## src/rtl/iocell_pkg.sv

```systemverilog
package iocell_pkg;

  localparam int GOE_COUNT = 2;

  typedef enum logic [1:0] {
    DIR_IN_ALT = 2'b00,
    DIR_OUT    = 2'b01,
    DIR_BIDIR  = 2'b10,
    DIR_IN     = 2'b11
  } dir_e;

  typedef enum logic [1:0] {
    SRC_OFF = 2'b00,
    SRC_G0  = 2'b01,
    SRC_G1  = 2'b10,
    SRC_PT  = 2'b11
  } src_e;

  typedef struct packed {
    dir_e dir;
    src_e src;
    logic push_pull;
  } cell_cfg_t;

  localparam int CFG_W = $bits(cell_cfg_t);

  // Erased fuse state: every bit reads as one.
  localparam cell_cfg_t CFG_ERASED = cell_cfg_t'({CFG_W{1'b1}});

  function automatic logic dir_drives(dir_e d);
    return (d == DIR_OUT) || (d == DIR_BIDIR);
  endfunction

  function automatic logic pick_source(src_e s, logic pt, logic [GOE_COUNT-1:0] gn);
    logic r;
    case (s)
      SRC_PT:  r = pt;
      SRC_G0:  r = ~gn[0];
      SRC_G1:  r = ~gn[1];
      default: r = 1'b0;
    endcase
    return r;
  endfunction

  // Returns {enable, value} for the pad.
  function automatic logic [1:0] drive_pad(logic pp, logic en, logic d);
    logic [1:0] r;
    if (pp) r = {en, d};
    else    r = {en & ~d, 1'b0};
    return r;
  endfunction

endpackage

```

## src/rtl/iocell_cfg_reg.sv

```systemverilog
module iocell_cfg_reg
  import iocell_pkg::*;
(
  input  logic      clk,
  input  logic      rst_n,
  input  logic      we,
  input  cell_cfg_t din,
  output cell_cfg_t q
);

  always_ff @(posedge clk or negedge rst_n) begin
    if (!rst_n)  q <= CFG_ERASED;
    else if (we) q <= din;
  end


  erased_after_reset_chk: assert property (@(posedge clk) disable iff (!rst_n)
    $rose(rst_n) |-> (q == CFG_ERASED));


  cfg_load_chk: assert property (@(posedge clk) disable iff (!rst_n)
    we |=> (q == $past(din)));


  cfg_hold_chk: assert property (@(posedge clk) disable iff (!rst_n)
    !we |=> $stable(q));

endmodule

```

## src/rtl/iocell_oe_sel.sv

```systemverilog
module iocell_oe_sel
  import iocell_pkg::*;
(
  input  dir_e                 dir,
  input  src_e                 src,
  input  logic                 pt_oe,
  input  logic [GOE_COUNT-1:0] goe_n,
  output logic                 en
);

  logic src_active;
  assign src_active = pick_source(src, pt_oe, goe_n);

  always_comb begin
    case (dir)
      DIR_OUT:   en = 1'b1;
      DIR_BIDIR: en = src_active;
      default:   en = 1'b0;
    endcase
  end

endmodule

```

## src/rtl/iocell_driver.sv

```systemverilog
module iocell_driver
  import iocell_pkg::*;
(
  input  logic push_pull,
  input  logic en,
  input  logic d,
  output logic pad_o,
  output logic pad_oe
);

  logic [1:0] drv;
  assign drv    = drive_pad(push_pull, en, d);
  assign pad_oe = drv[1];
  assign pad_o  = drv[0];

endmodule

```

## src/rtl/iocell_pin.sv

```systemverilog
module iocell_pin
  import iocell_pkg::*;
(
  input  logic                 clk,
  input  logic                 rst_n,
  input  logic                 cfg_we,
  input  cell_cfg_t            cfg_din,
  input  logic [GOE_COUNT-1:0] goe_n,
  input  logic                 pt_oe,
  input  logic                 dout,
  input  logic                 pad_i,
  output logic                 pad_o,
  output logic                 pad_oe,
  output logic                 route_o
);

  cell_cfg_t cfg;
  logic      cell_en;
  logic      mode_drives;

  iocell_cfg_reg u_cfg (
    .clk   (clk),
    .rst_n (rst_n),
    .we    (cfg_we),
    .din   (cfg_din),
    .q     (cfg)
  );

  iocell_oe_sel u_sel (
    .dir   (cfg.dir),
    .src   (cfg.src),
    .pt_oe (pt_oe),
    .goe_n (goe_n),
    .en    (cell_en)
  );

  iocell_driver u_drv (
    .push_pull (cfg.push_pull),
    .en        (cell_en),
    .d         (dout),
    .pad_o     (pad_o),
    .pad_oe    (pad_oe)
  );

  assign mode_drives = dir_drives(cfg.dir);
  assign route_o     = pad_i;


  input_no_drive_chk: assert property (@(posedge clk) disable iff (!rst_n)
    !mode_drives |-> !pad_oe);


  od_never_high_chk: assert property (@(posedge clk) disable iff (!rst_n)
    (!cfg.push_pull && pad_oe) |-> !pad_o);


  out_always_on_chk: assert property (@(posedge clk) disable iff (!rst_n)
    (cfg.dir == DIR_OUT && cfg.push_pull) |-> pad_oe);

endmodule

```

## src/rtl/iocell_bank.sv

```systemverilog
module iocell_bank
  import iocell_pkg::*;
#(
  parameter int NUM_PINS = 8
) (
  input  logic                 clk,
  input  logic                 rst_n,
  input  logic [NUM_PINS-1:0]  cfg_we,
  input  logic [CFG_W-1:0]     cfg_din,
  input  logic [GOE_COUNT-1:0] goe_n,
  input  logic [NUM_PINS-1:0]  pt_oe,
  input  logic [NUM_PINS-1:0]  dout,
  input  logic [NUM_PINS-1:0]  pad_i,
  output logic [NUM_PINS-1:0]  pad_o,
  output logic [NUM_PINS-1:0]  pad_oe,
  output logic [NUM_PINS-1:0]  route_o
);

  cell_cfg_t cfg_word;
  assign cfg_word = cell_cfg_t'(cfg_din);

  for (genvar p = 0; p < NUM_PINS; p++) begin : g_pin
    iocell_pin u_pin (
      .clk     (clk),
      .rst_n   (rst_n),
      .cfg_we  (cfg_we[p]),
      .cfg_din (cfg_word),
      .goe_n   (goe_n),
      .pt_oe   (pt_oe[p]),
      .dout    (dout[p]),
      .pad_i   (pad_i[p]),
      .pad_o   (pad_o[p]),
      .pad_oe  (pad_oe[p]),
      .route_o (route_o[p])
    );
  end

endmodule

```

## config.mk

```make
export PLATFORM = sky130hd
export DESIGN_NAME = iocell_bank
export DESIGN_NICKNAME = d
export VERILOG_FILES = /design/src/rtl/iocell_pkg.sv /design/src/rtl/iocell_cfg_reg.sv /design/src/rtl/iocell_oe_sel.sv /design/src/rtl/iocell_driver.sv /design/src/rtl/iocell_pin.sv /design/src/rtl/iocell_bank.sv
export SDC_FILE = /design/constraint.sdc
export NUM_CORES = 1
export LEC_CHECK = 0
export BUFFER_PORTS_ARGS = -buffer_cell sky130_fd_sc_hd__buf_2
export CELL_PAD_IN_SITES_DETAIL_PLACEMENT = 0
export CELL_PAD_IN_SITES_GLOBAL_PLACEMENT = 1
export CORE_AREA = 3 3 104 86
export DETAILED_ROUTE_END_ITERATION = 10
export DIE_AREA = 0 0 107 89
export GPL_TIMING_DRIVEN = 0
export PLACE_DENSITY = 0.65
export SETUP_SLACK_MARGIN = 0.3
export SYNTH_ARGS = -nofsm -noshare
export SYNTH_HDL_FRONTEND = slang
export SYNTH_SLANG_ARGS = --single-unit
```

## constraint.sdc

```tcl
create_clock -name clk -period 2.8 [get_ports clk]
set_clock_uncertainty 0.05 [all_clocks]
set_input_delay 0.7 -clock clk [delete_from_list [all_inputs] [get_ports clk]]
set_output_delay 0.7 -clock clk [all_outputs]
set_load 0.1 [all_outputs]
```

---- After elaboration in Yosys (flattened, before gate mapping) ----
Index checks and enable logic that the tools add are counted.
word-level totals
  register bits after elaboration ......... 40
  input bits .............................. 41
  output and inout bits ................... 24
  word-level logic and storage cells ...... 106
cells by class
  equal/unequal tests ..................... 40
  multiplexer cells ....................... 24
  bitwise logic cells ..................... 18
operator list
  cell                                                                   number
  2-bit equality test, second input constant                             24
  2-bit by 1-bit equality test with 1-bit output, second input constant  16
  1-bit case mux with 3 select lines                                     8
  2-bit 2-to-1 mux                                                       8
  1-bit case mux with 2 select lines                                     8
  1-bit NOT                                                              10
  1-bit AND                                                              8

---- Logic depth before layout (Yosys ltp) ----
  depth in word-level cells ............... 5
  gate-level depth with buffers ........... 6
  depth with buffers taken out ............ 5

---- By module ----
Synthesis repeated with hierarchy kept, for this count alone.
unflattened totals
  cells, all modules ...................... 192
  area, all modules ....................... 2282.2 µm²
modules (own cells, without submodules)
  module          times used  cells an instance  area each (µm²)  seq. area each (µm²)
  iocell_cfg_reg  8           10                 187.7            131.4
  iocell_oe_sel   8           10                 71.3             0.0
  iocell_driver   8           3                  18.8             0.0
  iocell_pin      8           1                  7.5              0.0

---- Least setup slack after synthesis ----
Ideal clock, no wire load.
  path kind ............................... input -> output
  start ................................... input port goe_n[0]
  end ..................................... output port pad_oe[0]
  arrival time ............................ 1520 ps
  slack ................................... 530 ps
  stages .................................. 4
  cell sequence ........................... nor4bb_1 > nor2_1 > a221oi_2 > buf_4
on the way
  longest elaborated chain between the ends .. 5
ends and longest elaborated chain
  element                               RTL line             text
  from (decl)                           iocell_bank.sv:10    input logic [GOE_COUNT-1:0] goe_n,
  1-bit NOT *                           iocell_pkg.sv:38     SRC_G0: r = ~gn[0];
  1-bit case mux with 3 select lines *  iocell_pkg.sv:36     case (s)
  1-bit case mux with 2 select lines *  iocell_oe_sel.sv:15  case (dir)
  1-bit AND                             iocell_pkg.sv:49     else r = {en & ~d, 1'b0};
  2-bit 2-to-1 mux *                    iocell_pkg.sv:48     if (pp) r = {en, d};
  to (decl)                             iocell_bank.sv:15    output logic [NUM_PINS-1:0] pad_oe,
Mark *: on every way between the ends. The rest lies on a longest branch, timed or not.

---- Final worst setup path ----
  start ................................... register g_pin[1].u_pin.u_cfg.q[4] (netlist name)
  end ..................................... output port pad_oe[1]
on the way
  longest elaborated chain between the ends .. 4
ends and longest elaborated chain
  element                                                                                RTL line              text
  from (decl)                                                                            iocell_cfg_reg.sv:8   output cell_cfg_t q
  from (signal assigned)                                                                 iocell_cfg_reg.sv:13  else if (we) q <= din;
  2-bit equality test or 2-bit by 1-bit equality test with 1-bit output (tied branches)  -
  1-bit case mux with 2 select lines *                                                   iocell_oe_sel.sv:15
  1-bit AND                                                                              iocell_pkg.sv:49
  2-bit 2-to-1 mux *                                                                     iocell_pkg.sv:48
Marks and branches as above.

==> results.tsv <==
metric	value	unit
Max-slew headroom	39.9	%
Post-synth EDFFs	0	
Syn Inst Count	235	
die width	107	um
Setup crit start	g_pin[1].u_pin.u_cfg.q[4]	
largest net degree at the start of global routing	41	
CTS Hold Bufs	0	
# port buffers	45	
CP Depth	6	
Yosys top cell by area	dfstp_2	
Final Power	1.66	mW
Total Routing Usage GR	11.8	%
pre-CTS WS	0.00673	ns
placed cells	388	
Crit path largest cell delay	0.56	ns
FMAX	385	MHz
CTS Buf Count	5	
setup TNS	0	ns
Post-synth top cells	40 x dfstp_2, 24 x buf_4, 24 x inv_1, 24 x nand2_1, 24 x o21ai_0	
first-pass GRT wire length	8550	um
average wire per standard cell	13.6	um
Final Hold Vio Count	0	
drt pass-1 iters	4	
most flop-heavy register	g_pin.u_pin.u_cfg.q	
Top Registers	g_pin.u_pin.u_cfg.q: 40 flops	
WS Path Type	register to output port	
Worst Setup EP	pad_oe[1]	
Synth async-reset ratio	100	%
Max-Cap Viols	0	
initial antenna violation count	0	
H-tree lvl count	2	
gr ovfl total	0	
Initial Util	29.8	%
via count	1747	
count leader, synth	dfstp_2	
# DRC	0	
top_reg_cell synth	dfstp_2	
CTS Buffer Depth	2	
DR vias/cell	4.37	
register area share after synthesis	44.4	%
Reg clk slew, reported paths	0.08	ns
Mapped Avg Cell Area	10.1	sq um
critical path capture point type	output port	
Layout area overhead	33.1	%
critical path arrival	1.85	ns
Synth Warn #	0	
number of global-route vias before repair	1621	
Least-Margin Pin Slew	0.901	ns
hold path depth	2	
non-filler cells, final	400	
CP Max Fanout	2	
CP max stage cell	dfstp_2	
1st-iter DRT viols	31	
Crit path max-delay family	flip-flops	
final design utilization	39.6	%
Rows	29	
critical path launch point type	register	
Net Count, Synth	292	
r2r startpoint	g_pin[1].u_pin.u_cfg.q[4]	
clock sinks	40	
Period minus WS final	2.60	ns
Leak	1.38	nW
Routed WL	5420	um
Cell Pwr Density	528	nW/um^2
worst setup margin	0.204	ns
RSZ-0062 raised after global routing	yes	
max reg flops	40	
Die Y	89	um
ANT cells	0	
Core Area	7950	sq um
status	completed	
library cells used by synthesis	18	
FF-to-FF path depth	2	
final worst path period share	92.7	%
layout cells sized above 1	58.6	%
IO Pins	65	
HPWL Detailed	3680	um
CTS tree	done	
DIE AREA	9520	sq um
routability cong.	0.729	
Slew Limit Fails	0	
root buffer cell	clkbuf_8	
dominant cells by area after synthesis	dfstp_2 44%, ha_1 8.5%, buf_4 7.6%	
Post-DRT Antenna Nets	0	
CP required	2.05	ns
r2r setup slk	1.88	ns
hold crit path type	register to register	
post-synthesis cell area	2360	sq um
Synth Register Bits	40	
reg-to-reg critical path endpoint	g_pin[1].u_pin.u_cfg.q[4]	
Final setup viols	0	
Buf+Inv Stages, Crit Path	2	
cells along the critical path	ha_4 -> nor4bb_2 -> nor2_1 -> a221oi_2 -> buf_4 -> buf_12	
clock insertion delay at the later pin of the skew report	0.29	ns
Max VDD drop	0.192	mV
nets@finish	348	
share of the synthesized area in the top cell type	44.4	%
## per-layer routing
| metal | up-vias | wire (um) | share of wire [%] | track usage [%] |
|---|---|---|---|---|
| li1 | 866 | - | - | - |
| met3 | 6 | 262 | 4.8 | 2.74 |
| met1 | 834 | 2540 | 47 | 15.8 |
| met4 | 0 | 59 | 1.1 | 5.46 |
| met2 | 41 | 2560 | 47 | 18.2 |
| met5 | - | 0 | 0 | 0 |
## repair_timing
item,in CTS,in global routing
pin swaps,7,14
resized for setup,46,20
endpoints found under the setup margin,8,8
setup buffers,0,4
## power by group
group          total, mW  internal (mW)  switching [mW]
combinational      0.541          0.208           0.334
sequential         0.717          0.675          0.0426
clock              0.404          0.201           0.203
## cell type report
class | instances | area [sq um]
plain buffers | 35 | 231
clock buffers | 8 | 90.1
fillers | 817 | 4800
inverters | 24 | 90.1
multi-input cells | 136 | 1170
flip-flops and latches | 40 | 1050
well taps | 108 | 135
repair buffers | 49 | 380
## cell usage in the layout (no fill, tap or decap)
master,instances
buf_2,43
inv_1,24
nor2_2,5
and4bb_2,2
dfstp_2,40
o211ai_1,8
ha_4,8
buf_4,30
a31oi_2,2
clkbuf_1,5
and2_4,1
nor4bb_2,1
a221oi_1,1
buf_12,8
o21ai_0,24
nor4bb_4,2
ha_1,8
mux2_2,16
clkbuf_8,6
nand2_1,24
and4bb_1,1
and2_1,15
nor2_1,11
a221oi_2,7
## cell families after synthesis
| kind of cell | count (synthesis) | share of synthesized area (%) |
|---|---|---|
| simple gates | 62 | 13.4 |
| buf+inv | 59 | 13.6 |
| compound gates | 42 | 12.4 |
| flops | 40 | 44.4 |
| mux | 16 | 7.62 |
| fa+ha+maj | 16 | 8.47 |
## worst min-delay path, delay by kind of cell, from the launching register on
family | cells | cell delay (ns)
flops | 1 | 0.37
buf+inv | 1 | 0.06
compound gates | 1 | 0.08
## worst min path at each step
stage / from / to / slack [ns]
after global placement: g_pin[0].u_pin.u_cfg.q[4] / g_pin[0].u_pin.u_cfg.q[4] / 0.44
after detailed placement: g_pin[7].u_pin.u_cfg.q[0] / g_pin[7].u_pin.u_cfg.q[0] / 0.45
final: g_pin[7].u_pin.u_cfg.q[0] / g_pin[7].u_pin.u_cfg.q[0] / 0.46
after CTS: g_pin[7].u_pin.u_cfg.q[0] / g_pin[7].u_pin.u_cfg.q[0] / 0.46
after global routing: g_pin[7].u_pin.u_cfg.q[0] / g_pin[7].u_pin.u_cfg.q[0] / 0.49
after floorplan: g_pin[0].u_pin.u_cfg.q[4] / g_pin[0].u_pin.u_cfg.q[4] / 0.42
## through the flow
stage          cell area [sq um]  hold slack [ns]
3_3_place_gp                2730            0.445
4_1_cts                     3010            0.465
6_report                    3150            0.458
2_1_floorplan               2360            0.424
5_1_grt                     3150            0.492
3_5_place_dp                2730            0.453
Power figures use the tool's default switching activity.
